<file path="src/rtl/door_ctl_pkg.sv">
package door_ctl_pkg;

    typedef enum logic [2:0] {
        ST_SHUT      = 3'd0,
        ST_OPENING   = 3'd1,
        ST_OPEN_DONE = 3'd2,
        ST_OPENED    = 3'd3,
        ST_CLOSING   = 3'd4,
        ST_SHUT_DONE = 3'd5
    } door_state_e;

    typedef struct packed {
        logic open_rq;
        logic close_rq;
        logic pos_open;
        logic pos_shut;
        logic obstacle;
    } door_in_t;

    typedef struct packed {
        logic motor_open;
        logic motor_close;
        logic open_done;
        logic close_done;
    } door_out_t;

endpackage

</file>
<file path="src/rtl/door_ctl_next.sv">
module door_ctl_next
    import door_ctl_pkg::*;
(
    input  door_state_e cur_state,
    input  door_in_t    in_s,
    output door_state_e nxt_state
);

    always_comb begin
        nxt_state = cur_state;
        unique case (cur_state)
            ST_SHUT: begin
                if (in_s.open_rq)
                    nxt_state = ST_OPENING;
                else if (in_s.close_rq)
                    nxt_state = ST_SHUT_DONE;
            end
            ST_OPENING: begin
                if (in_s.pos_open)
                    nxt_state = in_s.open_rq ? ST_OPEN_DONE : ST_OPENED;
            end
            ST_OPEN_DONE: begin
                if (!in_s.open_rq)
                    nxt_state = ST_OPENED;
            end
            ST_OPENED: begin
                if (in_s.open_rq)
                    nxt_state = ST_OPEN_DONE;
                else if (in_s.close_rq && !in_s.obstacle)
                    nxt_state = ST_CLOSING;
            end
            ST_CLOSING: begin
                if (in_s.obstacle || in_s.open_rq)
                    nxt_state = ST_OPENING;
                else if (in_s.pos_shut)
                    nxt_state = ST_SHUT_DONE;
            end
            ST_SHUT_DONE: begin
                if (!in_s.close_rq)
                    nxt_state = ST_SHUT;
            end
            default: nxt_state = ST_SHUT;
        endcase
    end

endmodule

</file>
<file path="src/rtl/door_ctl_outdec.sv">
module door_ctl_outdec
    import door_ctl_pkg::*;
(
    input  door_state_e cur_state,
    output door_out_t   out_s
);

    always_comb begin
        out_s = '0;
        unique case (cur_state)
            ST_SHUT:      out_s = '0;
            ST_OPENING:   out_s.motor_open  = 1'b1;
            ST_OPEN_DONE: out_s.open_done   = 1'b1;
            ST_OPENED:    out_s = '0;
            ST_CLOSING:   out_s.motor_close = 1'b1;
            ST_SHUT_DONE: out_s.close_done  = 1'b1;
            default:      out_s = '0;
        endcase
    end

endmodule

</file>
<file path="src/rtl/door_ctl.sv">
module door_ctl
    import door_ctl_pkg::*;
(
    input  logic clk,
    input  logic rst_n,
    input  logic open_rq,
    input  logic close_rq,
    input  logic pos_open,
    input  logic pos_shut,
    input  logic obstacle,
    output logic motor_open,
    output logic motor_close,
    output logic open_done,
    output logic close_done
);

    door_state_e state_q;
    door_state_e state_d;
    door_in_t    in_s;
    door_out_t   out_s;

    assign in_s = '{open_rq:  open_rq,
                    close_rq: close_rq,
                    pos_open: pos_open,
                    pos_shut: pos_shut,
                    obstacle: obstacle};

    door_ctl_next u_next (
        .cur_state (state_q),
        .in_s      (in_s),
        .nxt_state (state_d)
    );

    always_ff @(posedge clk or negedge rst_n) begin
        if (!rst_n)
            state_q <= ST_SHUT;
        else
            state_q <= state_d;
    end

    door_ctl_outdec u_outdec (
        .cur_state (state_q),
        .out_s     (out_s)
    );

    assign motor_open  = out_s.motor_open;
    assign motor_close = out_s.motor_close;
    assign open_done   = out_s.open_done;
    assign close_done  = out_s.close_done;

endmodule

</file>
<file path="config.mk">
export PLATFORM = sky130hd
export DESIGN_NAME = door_ctl
export DESIGN_NICKNAME = d
export VERILOG_FILES = /design/src/rtl/door_ctl_pkg.sv /design/src/rtl/door_ctl_next.sv /design/src/rtl/door_ctl_outdec.sv /design/src/rtl/door_ctl.sv
export SDC_FILE = /design/constraint.sdc
export NUM_CORES = 1
export LEC_CHECK = 0
export ABC_CLOCK_PERIOD_IN_PS = 3410
export BUFFER_PORTS_ARGS = -buffer_cell sky130_fd_sc_hd__buf_2
export CAP_MARGIN = 10
export CELL_PAD_IN_SITES_DETAIL_PLACEMENT = 1
export CELL_PAD_IN_SITES_GLOBAL_PLACEMENT = 1
export CORE_AREA = 2 2 39 41
export DETAILED_ROUTE_END_ITERATION = 10
export DIE_AREA = 0 0 41 43
export PLACE_DENSITY = 0.48
export SLEW_MARGIN = 20
export SYNTH_ARGS = -nofsm -noshare
export SYNTH_HDL_FRONTEND = slang
export SYNTH_HIERARCHICAL = 1
export SYNTH_SLANG_ARGS = --single-unit
</file>
<file path="constraint.sdc">
create_clock -name clk -period 3.41 [get_ports clk]
set_input_delay 0.5115 -clock clk [delete_from_list [all_inputs] [get_ports clk]]
set_output_delay 0.5115 -clock clk [all_outputs]
set_load 0.1 [all_outputs]
</file>
# Word-level counts from Yosys, hierarchy flattened

Index checks and enable logic that the tools add are counted.

Register bits after elaboration: 3
Input port bits: 7
Output and inout bits: 4
Word-level logic and storage cells: 32

Eq/ne operators: 11
Mux-type cells: 15
Reduce and logical (&&, ||, !) cells: 5

Operators by type and width:

| kind               | count |
|---|---|
| $mux 3             | 9 |
| $pmux 3 s6         | 1 |
| $eq 3x2->1 const B | 2 |
| $eq 3x3->1 const B | 2 |
| $ne 2x2->1 const B | 3 |
| $ne 3x2->1 const B | 2 |
| $reduce_and 6->1   | 1 |
| $mux 1             | 5 |
| $eq 3x1->1 const B | 1 |
| $logic_not 3->1    | 1 |
| $ne 3x3->1 const B | 1 |
| $logic_and 1x1->1  | 1 |
| $logic_not 1->1    | 1 |
| $logic_or 1x1->1   | 1 |

# Longest topological paths before layout

Depth in word-level cells: 5
Mapped depth: 4
Depth with buffers taken out: 3

# Hierarchy

Netlist, hierarchy kept.

By module, submodules not included:

| module          | instances | cells an instance | area an instance (um^2) | seq. area each (um^2) |
|---|---|---|---|---|
| door_ctl_next   | 1         | 22                | 136.4                   | 0.0 |
| door_ctl        | 1         | 3                 | 75.1                    | 75.1 |
| door_ctl_outdec | 1         | 4                 | 32.5                    | 0.0 |

# Least setup slack after synthesis

OpenSTA, ideal clock, no wires.

Path type: register to output
Start point: register state_q[0]
End point: output motor_open
Arrival: 2,697 ps
Data required time: 2,898 ps
Slack: 202 ps
Cell stages (with the launch flop): 2
Path buffers: 0
Cell sequence: dfrtp_1 > nor3b_1

Cells in the longest elaborated chain, start to end: 2

RTL lines:

| item                     | RTL line              | text |
|---|---|---|
| start: declaration       | door_ctl.sv:17        | `door_state_e state_q;` |
| start signal: assignment | door_ctl.sv:38        | `state_q <= state_d;` |
| $eq 3x1->1               | door_ctl_outdec.sv:10 | `unique case (cur_state)` |
| $mux 1                   | door_ctl_outdec.sv:10 |  |
| end: declaration         | door_ctl.sv:11        | `output logic motor_open,` |

Every way passes these cells.

# Worst setup path in the final report

Ends and elaborated chain as after synthesis.

==> results.py <==
metrics = {
    "clocking": {
        "cts_resized": 0,
        "cts_setup_buffers": 0,
        "clk_pin_slew_ps": 40,
        "cts_tree": "done",
        "clockBufferDepth": 2,
        "cts_made_buffers": 3,
        "clockRootBuffer": "clkbuf_4",
        "clkLatencyLatePin_ps": 230,
        "cts_sinks": 3,
        "htree_levels": 1,
        "cts_hold_buf": 0,
    },
    "worst_setup_path": {
        "worst-endpoint-required_ps": 2900,
        "r2r_start": "state_q[2]$_DFF_PN0_",
        "timing.rr.end": "state_q[0]$_DFF_PN0_",
        "cp_max_fo": 12,
        "cp-start-kind": "flop",
        "reg2reg_setup_slack_ps": 2040,
        "worstSetupEndpointType": "output pin",
        "worstSetupPathType": "reg2out",
        "reg2reg_depth": 3,
        "arrival_ps": 1480,
    },
    "routing": {
        "num_vias": 285,
        "drt-total-wl_um": 682,
        "wl_per_cell_um": 11.8,
        "final_antenna_net_count": 0,
        "drt-initial-drc-count": 1,
        "detail_route.vias_per_cell": 4.91,
        "drc": 0,
        "drt_pre_antenna_iters": 3,
    },
    "global_route": {
        "antenna_found_initial": 0,
        "track_usage_pct": 10.5,
        "grt_pass1_wl_um": 1260,
        "grt_max_degree": 15,
        "globalRoute.totalOverflow": 0,
        "grt_pass1_vias": 290,
    },
    "yosys": {
        "synth_edf_count": 0,
        "synthTopCellsByCount": "dfrtp_1 (3), nand2_1 (3), nor3b_1 (3), nor4_1 (3)",
        "yosys.area.top_type": "dfrtp_1",
        "syn_area_per_cell_sq_um": 8.41,
        "synthDistinctLibCells": 19,
        "ys.warnings.count": 6,
        "ys_ff_latch": 3,
        "syn-instance-count": 29,
        "synth_fp_nets": 36,
        "syn_area_sq_um": 244,
        "async_flop_share_pct": 100,
        "seq_area_frac_synth_pct": 30.8,
        "synth-main-ff-cell": "dfrtp_1",
        "netlist_top_cells_area": "dfrtp_1 (31%), nor3b_1 (9.2%), nor4_1 (7.7%)",
        "yosysTopAreaCellShare_pct": 30.8,
    },
    "power": {
        "powerDensity_nw_per_um2": 1040,
        "p_int_mw": 0.144,
        "p_seq_share_pct": 27.0,
        "p_sw_share_pct": 58.4,
        "pwr-share-clk_pct": 17.9,
        "total_leakage_power_nw": 0.157,
        "switchingPower_mw": 0.202,
        "comb_power_share_pct": 55.1,
        "ir_worst_vdd_mv": 0.209,
        "finalPower_mw": 0.345,
    },
    "place": {
        "dpl_cell_area_sq_um": 307,
        "dp.cells": 54,
        "hpwl_um": 497,
        "gp_congestion": 0.716,
        "portBuffers": 10,
    },
    "timing": {
        "fin_tns_setup_ps": 0,
        "finalCritPeriodShare_pct": 58.4,
        "maxSlewViolCount": 0,
        "relSlewSlack_pct": 67.9,
        "final-setup-viol-count": 0,
        "grt_setup_unrepaired": "no",
        "final_hold_viol_count": 0,
        "fmax_ghz": 0.502,
        "finalCriticalPeriod_ps": 1990,
        "clock_skew_ps": 1.09,
        "tightest_slew_ps": 485,
    },
    "floorplanning": {
        "start_util_pct": 17.6,
        "die_y_um": 43,
        "coreArea_sq_um": 1380,
        "num_rows": 14,
        "die_x_um": 41,
        "design.portCount": 11,
        "dieArea_sq_um": 1760,
    },
    "cells_and_area": {
        "nNetsFinal": 50,
        "top_register": "state_q",
        "sequential_cell_area_sq_um": 75.1,
        "final_layout_size_suffix_gt1_share_pct": 33.3,
        "fin_area_sq_um": 333,
        "final_cells": 58,
        "diodes": 0,
        "area_delta_synth_final_pct": 36.4,
        "multi_input_area_sq_um": 154,
        "largest_reg_flops": 3,
        "fillerInstances": 172,
        "largestRegisters": "state_q (3)",
    },
    "flow_run": {
        "cap_violations": 0,
    },
    "min_path": {
        "hold_class": "in2async",
    },
    "outcome": {
        "status": "complete, no violations",
    },
}
[cell type report]
type,instances,area share [%]
well taps,16,6.02
inverters,2,2.26
clock buffers,4,7.89
flip-flops and latches,3,22.6
repair buffers,10,15.0
multi-input cells,23,46.2
[power groups by stage]
stage / registers, mW / clock network [mW] / logic (mW)
floorplan: 0.0763 / 0 / 0.172
global placement: 0.0909 / 0 / 0.189
detailed placement: 0.0952 / 0 / 0.190
CTS: 0.0949 / 0.0648 / 0.191
global route: 0.102 / 0.0701 / 0.201
finish: 0.0932 / 0.0617 / 0.190
[metal layers]
layer  wire length (um)  part of all wire [%]  track usage [%]
met4                  0                     0             4.00
met3                 24                   3.5             3.14
met1                301                    44             14.3
met5                  0                     0                0
met2                356                    52             15.0
[critical path, stage by stage, from the launching register on]
cell and delay [ps]:
dfrtp_1 520, nor3b_1 260, buf_2 470
[kinds of logic after synthesis]
logic type	synth area share, %
AND/OR/NAND/NOR	46.2
AO/OA/AOI/OAI	16.9
flip-flops	30.8
buffers and inverters	6.16
[how the worst max path moves through the flow]
stage | startpoint | to | slack [ps] | cells after the start
2_1_floorplan | state_q[0]$_DFF_PN0_ | motor_open | 200 | 1
3_3_place_gp | state_q[2]$_DFF_PN0_ | motor_close | 1730 | 2
3_5_place_dp | state_q[2]$_DFF_PN0_ | motor_close | 1660 | 2
4_1_cts | state_q[0]$_DFF_PN0_ | motor_open | 1400 | 2
5_1_grt | state_q[0]$_DFF_PN0_ | motor_open | 1320 | 2
6_report | state_q[0]$_DFF_PN0_ | motor_open | 1420 | 2
[placed cells by master, fill, tap and decap left out, drive strengths merged]
master and n:
nor4 3, and3b 1, buf 10, nor3b 3
and4b 1, nor3 1, nand2 3, nor2 1
a21oi 2, a311o 1, nor4b 1, o21ai 1
nand2b 1, dfrtp 3, a211oi 1, a211o 1
or4b 1, clkbuf 4, inv 2, or3 1
[metrics by stage]
stage                     utilization (%)  hold WS (ps)  worst slack (ps)
after floorplan                         -           216               202
after global placement               22.2           307              1730
after detailed placement             22.2           307              1660
after CTS                            24.1          57.5              1400
after global routing                 24.1          52.1              1320
final                                24.1          65.3              1420
Power figures use the tool's default switching activity.
